--- src/rtl/spi_rp_pkg.sv ---
package spi_rp_pkg;
  typedef enum logic {
    PH_CMD  = 1'b0,
    PH_DATA = 1'b1
  } phase_e;
endpackage

--- src/rtl/spi_rp_sync.sv ---
module spi_rp_sync #(
  parameter int W = 3,
  parameter int STAGES = 2,
  parameter logic [W-1:0] RST_VAL = '0
) (
  input  logic         clk,
  input  logic         rst_n,
  input  logic [W-1:0] d,
  output logic [W-1:0] q
);
  logic [W-1:0] stg [STAGES];

  for (genvar s = 0; s < STAGES; s++) begin : g_stage
    if (s == 0) begin : g_first
      always_ff @(posedge clk or negedge rst_n)
        if (!rst_n) stg[s] <= RST_VAL;
        else        stg[s] <= d;
    end else begin : g_next
      always_ff @(posedge clk or negedge rst_n)
        if (!rst_n) stg[s] <= RST_VAL;
        else        stg[s] <= stg[s-1];
    end
  end

  assign q = stg[STAGES-1];
endmodule

--- src/rtl/spi_rp_edge.sv ---
module spi_rp_edge (
  input  logic clk,
  input  logic rst_n,
  input  logic lvl,
  output logic rise,
  output logic fall
);
  logic prev;

  always_ff @(posedge clk or negedge rst_n)
    if (!rst_n) prev <= 1'b0;
    else        prev <= lvl;

  assign rise = lvl & ~prev;
  assign fall = ~lvl & prev;
endmodule

--- src/rtl/spi_rp_engine.sv ---
module spi_rp_engine
  import spi_rp_pkg::*;
#(
  parameter int ADDR_W = 7,
  parameter int DATA_W = 8
) (
  input  logic              clk,
  input  logic              rst_n,
  input  logic              cs_s,
  input  logic              mosi_s,
  input  logic              rise,
  input  logic              fall,
  output logic [ADDR_W-1:0] reg_addr,
  output logic [DATA_W-1:0] reg_wdata,
  output logic              reg_we,
  input  logic [DATA_W-1:0] reg_rdata,
  output logic              miso,
  output logic              miso_en
);
  localparam int CNT_W = $clog2(DATA_W);
  localparam logic [CNT_W-1:0] LAST_BIT = CNT_W'(DATA_W - 1);

  phase_e            phase;
  logic              is_wr;
  logic [CNT_W-1:0]  bit_cnt;
  logic [DATA_W-2:0] rx_sh;
  logic [DATA_W-1:0] tx_sh;
  logic [ADDR_W-1:0] ptr;
  logic [DATA_W-1:0] wdata_q;
  logic              we_q;
  logic              ld_q;
  logic              miso_q;
  logic              en_q;

  logic              byte_done;
  logic [DATA_W-1:0] rx_byte;

  assign rx_byte   = {rx_sh, mosi_s};
  assign byte_done = !cs_s && rise && (bit_cnt == LAST_BIT);

  always_ff @(posedge clk or negedge rst_n) begin
    if (!rst_n) begin
      phase   <= PH_CMD;
      is_wr   <= 1'b0;
      bit_cnt <= '0;
      rx_sh   <= '0;
      tx_sh   <= '0;
      ptr     <= '0;
      wdata_q <= '0;
      we_q    <= 1'b0;
      ld_q    <= 1'b0;
      miso_q  <= 1'b0;
      en_q    <= 1'b0;
    end else begin
      we_q <= 1'b0;
      ld_q <= 1'b0;
      en_q <= !cs_s;
      // step the pointer once the strobe has been presented at the old address
      if (we_q) ptr <= ptr + ADDR_W'(1);
      if (ld_q) tx_sh <= reg_rdata;
      if (cs_s) begin
        phase   <= PH_CMD;
        is_wr   <= 1'b0;
        bit_cnt <= '0;
      end else begin
        if (rise) begin
          rx_sh   <= rx_byte[DATA_W-2:0];
          bit_cnt <= byte_done ? '0 : bit_cnt + CNT_W'(1);
          if (byte_done) begin
            if (phase == PH_CMD) begin
              phase <= PH_DATA;
              is_wr <= rx_byte[DATA_W-1];
              ptr   <= rx_byte[ADDR_W-1:0];
              ld_q  <= !rx_byte[DATA_W-1];
            end else if (is_wr) begin
              we_q    <= 1'b1;
              wdata_q <= rx_byte;
            end else begin
              ptr  <= ptr + ADDR_W'(1);
              ld_q <= 1'b1;
            end
          end
        end
        if (fall) begin
          miso_q <= tx_sh[DATA_W-1];
          tx_sh  <= {tx_sh[DATA_W-2:0], 1'b0};
        end
      end
    end
  end

  assign reg_addr  = ptr;
  assign reg_wdata = wdata_q;
  assign reg_we    = we_q;
  assign miso      = miso_q;
  assign miso_en   = en_q;
endmodule

--- src/rtl/spi_regport_target.sv ---
module spi_regport_target #(
  parameter int ADDR_W = 7,
  parameter int DATA_W = 8,
  parameter int SYNC_STAGES = 2
) (
  input  logic              clk,
  input  logic              rst_n,
  input  logic              spi_sclk,
  input  logic              spi_cs_n,
  input  logic              spi_mosi,
  output logic              spi_miso,
  output logic              spi_miso_en,
  output logic [ADDR_W-1:0] reg_addr,
  output logic [DATA_W-1:0] reg_wdata,
  output logic              reg_we,
  input  logic [DATA_W-1:0] reg_rdata
);
  logic [2:0] raw_in;
  logic [2:0] syn_out;
  logic       sclk_s;
  logic       cs_s;
  logic       mosi_s;
  logic       rise;
  logic       fall;

  assign raw_in = {spi_sclk, spi_cs_n, spi_mosi};
  assign {sclk_s, cs_s, mosi_s} = syn_out;

  spi_rp_sync #(.W(3), .STAGES(SYNC_STAGES), .RST_VAL(3'b010)) u_sync (
    .clk(clk), .rst_n(rst_n), .d(raw_in), .q(syn_out)
  );

  spi_rp_edge u_edge (
    .clk(clk), .rst_n(rst_n), .lvl(sclk_s), .rise(rise), .fall(fall)
  );

  spi_rp_engine #(.ADDR_W(ADDR_W), .DATA_W(DATA_W)) u_eng (
    .clk(clk), .rst_n(rst_n), .cs_s(cs_s), .mosi_s(mosi_s),
    .rise(rise), .fall(fall),
    .reg_addr(reg_addr), .reg_wdata(reg_wdata), .reg_we(reg_we),
    .reg_rdata(reg_rdata), .miso(spi_miso), .miso_en(spi_miso_en)
  );
endmodule

--- config.mk ---
export PLATFORM = sky130hd
export DESIGN_NAME = spi_regport_target
export DESIGN_NICKNAME = d
export VERILOG_FILES = /design/src/rtl/spi_rp_pkg.sv /design/src/rtl/spi_rp_sync.sv /design/src/rtl/spi_rp_edge.sv /design/src/rtl/spi_rp_engine.sv /design/src/rtl/spi_regport_target.sv
export SDC_FILE = /design/constraint.sdc
export NUM_CORES = 1
export LEC_CHECK = 0
export BUFFER_PORTS_ARGS = -buffer_cell sky130_fd_sc_hd__buf_2
export CELL_PAD_IN_SITES_DETAIL_PLACEMENT = 1
export CELL_PAD_IN_SITES_GLOBAL_PLACEMENT = 2
export CORE_ASPECT_RATIO = 0.6
export CORE_MARGIN = 2
export CORE_UTILIZATION = 37
export CTS_CLUSTER_DIAMETER = 150
export DETAILED_ROUTE_END_ITERATION = 10
export MAX_ROUTING_LAYER = met4
export PLACE_DENSITY_LB_ADDON = 0.1
export SYNTH_ARGS = -nofsm -noshare
export SYNTH_HDL_FRONTEND = slang
export SYNTH_SLANG_ARGS = --single-unit
--- constraint.sdc ---
create_clock -name clk -period 2.2 [get_ports clk]
set_input_delay 0 -clock clk [delete_from_list [all_inputs] [get_ports clk]]
set_output_delay 0 -clock clk [all_outputs]
set_load 0.005 [all_outputs]
==> flow_metrics.tcl <==
set metrics [dict create \
    async_flop_share 1.000 \
    endpoint_kind "flop" \
    fp.dieArea_um2 6277 \
    port_buffers 30 \
    syn_avg_cell_area_um2 11.72 \
    drtIter0Drc 54 \
    cts_tree "yes" \
    die_h_um 62.18 \
    detail_route.wl_per_cell_um 16.41 \
    setup_viol 0 \
    yosysWarningCount 0 \
    holdPathStages 3 \
    globalRouteTotalUtil 0.1700 \
    syn_inst 178 \
    rows 21 \
    cts_max_level 2 \
    drt-pass1-iter-count 4 \
    final_antenna_net_count 0 \
    post_cts_buffers 0 \
    crit_start "u_eng.bit_cnt[0]$_DFFE_PN0P_" \
    synth_edf_count 0 \
    layout_setup_ws_ns 0.3297 \
    viasPerCell 5.324 \
    cts_sinks 46 \
    coreArea_um2 5518 \
    drt_wl_total_mm 4.660 \
    critPathArrivalTime_ns 2.06 \
    ys.flop_type "dfrtp_1" \
    yosysSeqAreaShare 0.5528 \
    cp.required_ns 2.39 \
    drive_above_1_share 0.2837 \
    drc 0 \
    synthSimpleGateAreaFrac 0.1295 \
    yosysMostFrequentCell "dfrtp_1" \
    io_pins 31 \
    max_freq_mhz 534.7 \
    r2r_start "u_eng.bit_cnt[0]$_DFFE_PN0P_" \
    dr_total_vias 1512 \
    r2r_cells 6 \
    routabilityCongestion 0.8086 \
    pre_cts_slack_ns 0.3552 \
    synth_compound_area_frac 0.1133 \
    cts-root-buf "clkbuf_8" \
    synth-adder-area-share 0.01799 \
    syn_area_um2 2087 \
    ys_ff_latch 46 \
    hold_viol_final 0 \
    synthMuxAreaShare 0.1349 \
    dp_hpwl_mm 3.440 \
    cp-endpoint "u_eng.reg_addr[5]$_DFF_PN0_" \
    initial_utilization 0.3782 \
    syn2layout_area_growth_pct 17.99 \
    synth-xor-area-share 0.02098 \
    vdd_drop_max_mv 0.3230 \
    worstSetupPathType "reg2reg" \
    synth_top_area_frac 0.5276 \
    worstPathMaxFanout 9 \
    period_minus_slack_ns 1.870 \
    grt_pass1_wl_mm 8.066 \
    drv_slew 0 \
    yosys-top-cells-area "dfrtp_1 53%, mux2_2 9.2%, mux2i_1 4.3%" \
    relSlewSlack 0.4457 \
    reg2reg_to "u_eng.reg_addr[5]$_DFF_PN0_" \
    synth_top_family_by_area "multiplexers" \
    synth_common_cells "44 x dfrtp_1, 17 x mux2_2, 16 x nand2_1" \
    clkLatencyLatePin_ns 0.30 \
    die_w_um 101.0 \
    finalSetupTns_ns 0 \
    rsz0062_at_grt "false" \
    p_leak_nw 1.144 \
    diodes 0 \
    hp-class "in2reg" \
    clockBufferDepth 2 \
    grt_overflow 0 \
    powerDensity_nw_per_um2 721.3 \
    yosysTopAreaCell "dfrtp_1" \
    nets 230 \
    r2r_slack_ns 0.33 \
    finClkSkew_ns 0.009154 \
    grt_start_max_net_pins 32 \
    final.period_utilization 0.8502 \
    ys_types 44 \
    outcome "completed" \
    finalInstanceArea_um2 2462 \
    synth_nets 194 \
    place_area_um2 2286 \
    antenna_found_initial 0 \
    numCtsBuffers 5 \
    path_clk_slew_ns 0.09 \
    tightest_slew_ns 0.8278 \
    start_kind "flop" \
    drv_cap 0 \
    grt_pass1_vias 1507 \
]
[critical path, stage by stage, from the launching register on]
cell and delay [ns]:
dfrtp_1 0.41, ha_1 0.21, ha_1 0.24, and4bb_1 0.32, o21ai_1 0.26, a21oi_1 0.07
a221o_1 0.26
[layer usage]
layer / vias up / global-route usage / routed length [µm]
met4: 0 / 0.03547 / 34
met1: 766 / 0.2729 / 2525
li1: 712 / - / -
met3: 4 / 0.04167 / 193
met5: - / - / 0
met2: 30 / 0.2133 / 1907
[final cells by class]
| type | count | area, µm² |
|---|---|---|
| clock buffers | 7 | 76.32 |
| flip-flops and latches | 46 | 1154 |
| repair buffers | 39 | 235.2 |
| well taps | 69 | 86.33 |
| clock inverters | 1 | 30.03 |
| multi-input cells | 119 | 869.6 |
| inverters | 3 | 11.26 |
| fillers | 608 | 3055 |
[stage by stage]
stage | hold WS [ns] | utilization | instances | power [W]
after floorplan | -0.2956 | - | 178 | 0.001077
after global placement | -0.07557 | 0.4143 | 269 | 0.001154
after detailed placement | -0.06680 | 0.4143 | 269 | 0.001165
after CTS | 0.003857 | 0.4463 | 284 | 0.001798
after global routing | 0.009354 | 0.4463 | 284 | 0.001858
final | 0.006224 | 0.4463 | 284 | 0.001776
[power breakdown]
| part | internal, W | leakage (nW) | switching (W) |
|---|---|---|---|
| clock | 0.000340 | 0.0524 | 0.000278 |
| sequential | 0.000930 | 0.604 | 0.0000936 |
| combinational | 0.0000798 | 0.488 | 0.0000548 |
[cells by family after synthesis]
logic type,count (synthesis)
buffers and inverters,13
AOI/OAI and AO/OA,37
and+or+nand+nor,48
adders and majority gates,3
muxes,26
xor gates and xnor gates,5
DFF,46
[flip-flops by register name (all words and copies together) (netlist names)]
register	flops
u_eng.reg_we	1
u_eng.tx_sh	8
u_eng.reg_addr	7
u_sync.stg	3
u_eng.rx_sh	7
u_eng.is_wr	1
u_edge.prev	1
u_sync.q	3
u_eng.bit_cnt	3
u_eng.phase	1
u_eng.ld_q	1
u_eng.reg_wdata	8
u_eng.miso_en	1
u_eng.miso	1
[worst min path at each step]
stage	startpoint	end	slack, ns
after floorplan	rst_n	u_edge.prev$_DFF_PN0_	-0.30
after global placement	rst_n	u_eng.tx_sh[0]$_DFF_PN0_	-0.08
after detailed placement	rst_n	u_eng.tx_sh[0]$_DFF_PN0_	-0.07
after CTS	reg_rdata[3]	u_eng.tx_sh[3]$_DFF_PN0_	0.004
after global routing	reg_rdata[4]	u_eng.tx_sh[4]$_DFF_PN0_	0.009
final	reg_rdata[3]	u_eng.tx_sh[3]$_DFF_PN0_	0.006
[timing repair]
action / in CTS / in global routing
resized for setup: 0 / 0
hold buffers: 7 / 0
hold endpoints to repair: 21 / 0
[layout by cell type (no fill, tap or decap), types with 5 or more instances in the layout]
| master | n |
|---|---|
| nor3b_1 | 5 |
| o21ai_0 | 11 |
| clkbuf_8 | 5 |
| mux2_2 | 17 |
| nand2_1 | 16 |
| buf_2 | 30 |
| a21oi_1 | 8 |
| dfrtp_1 | 44 |
| nor2_1 | 11 |
| mux2i_1 | 9 |
| dlygate4sd3_1 | 7 |
Note: power is estimated with default switching activity, not from simulation.
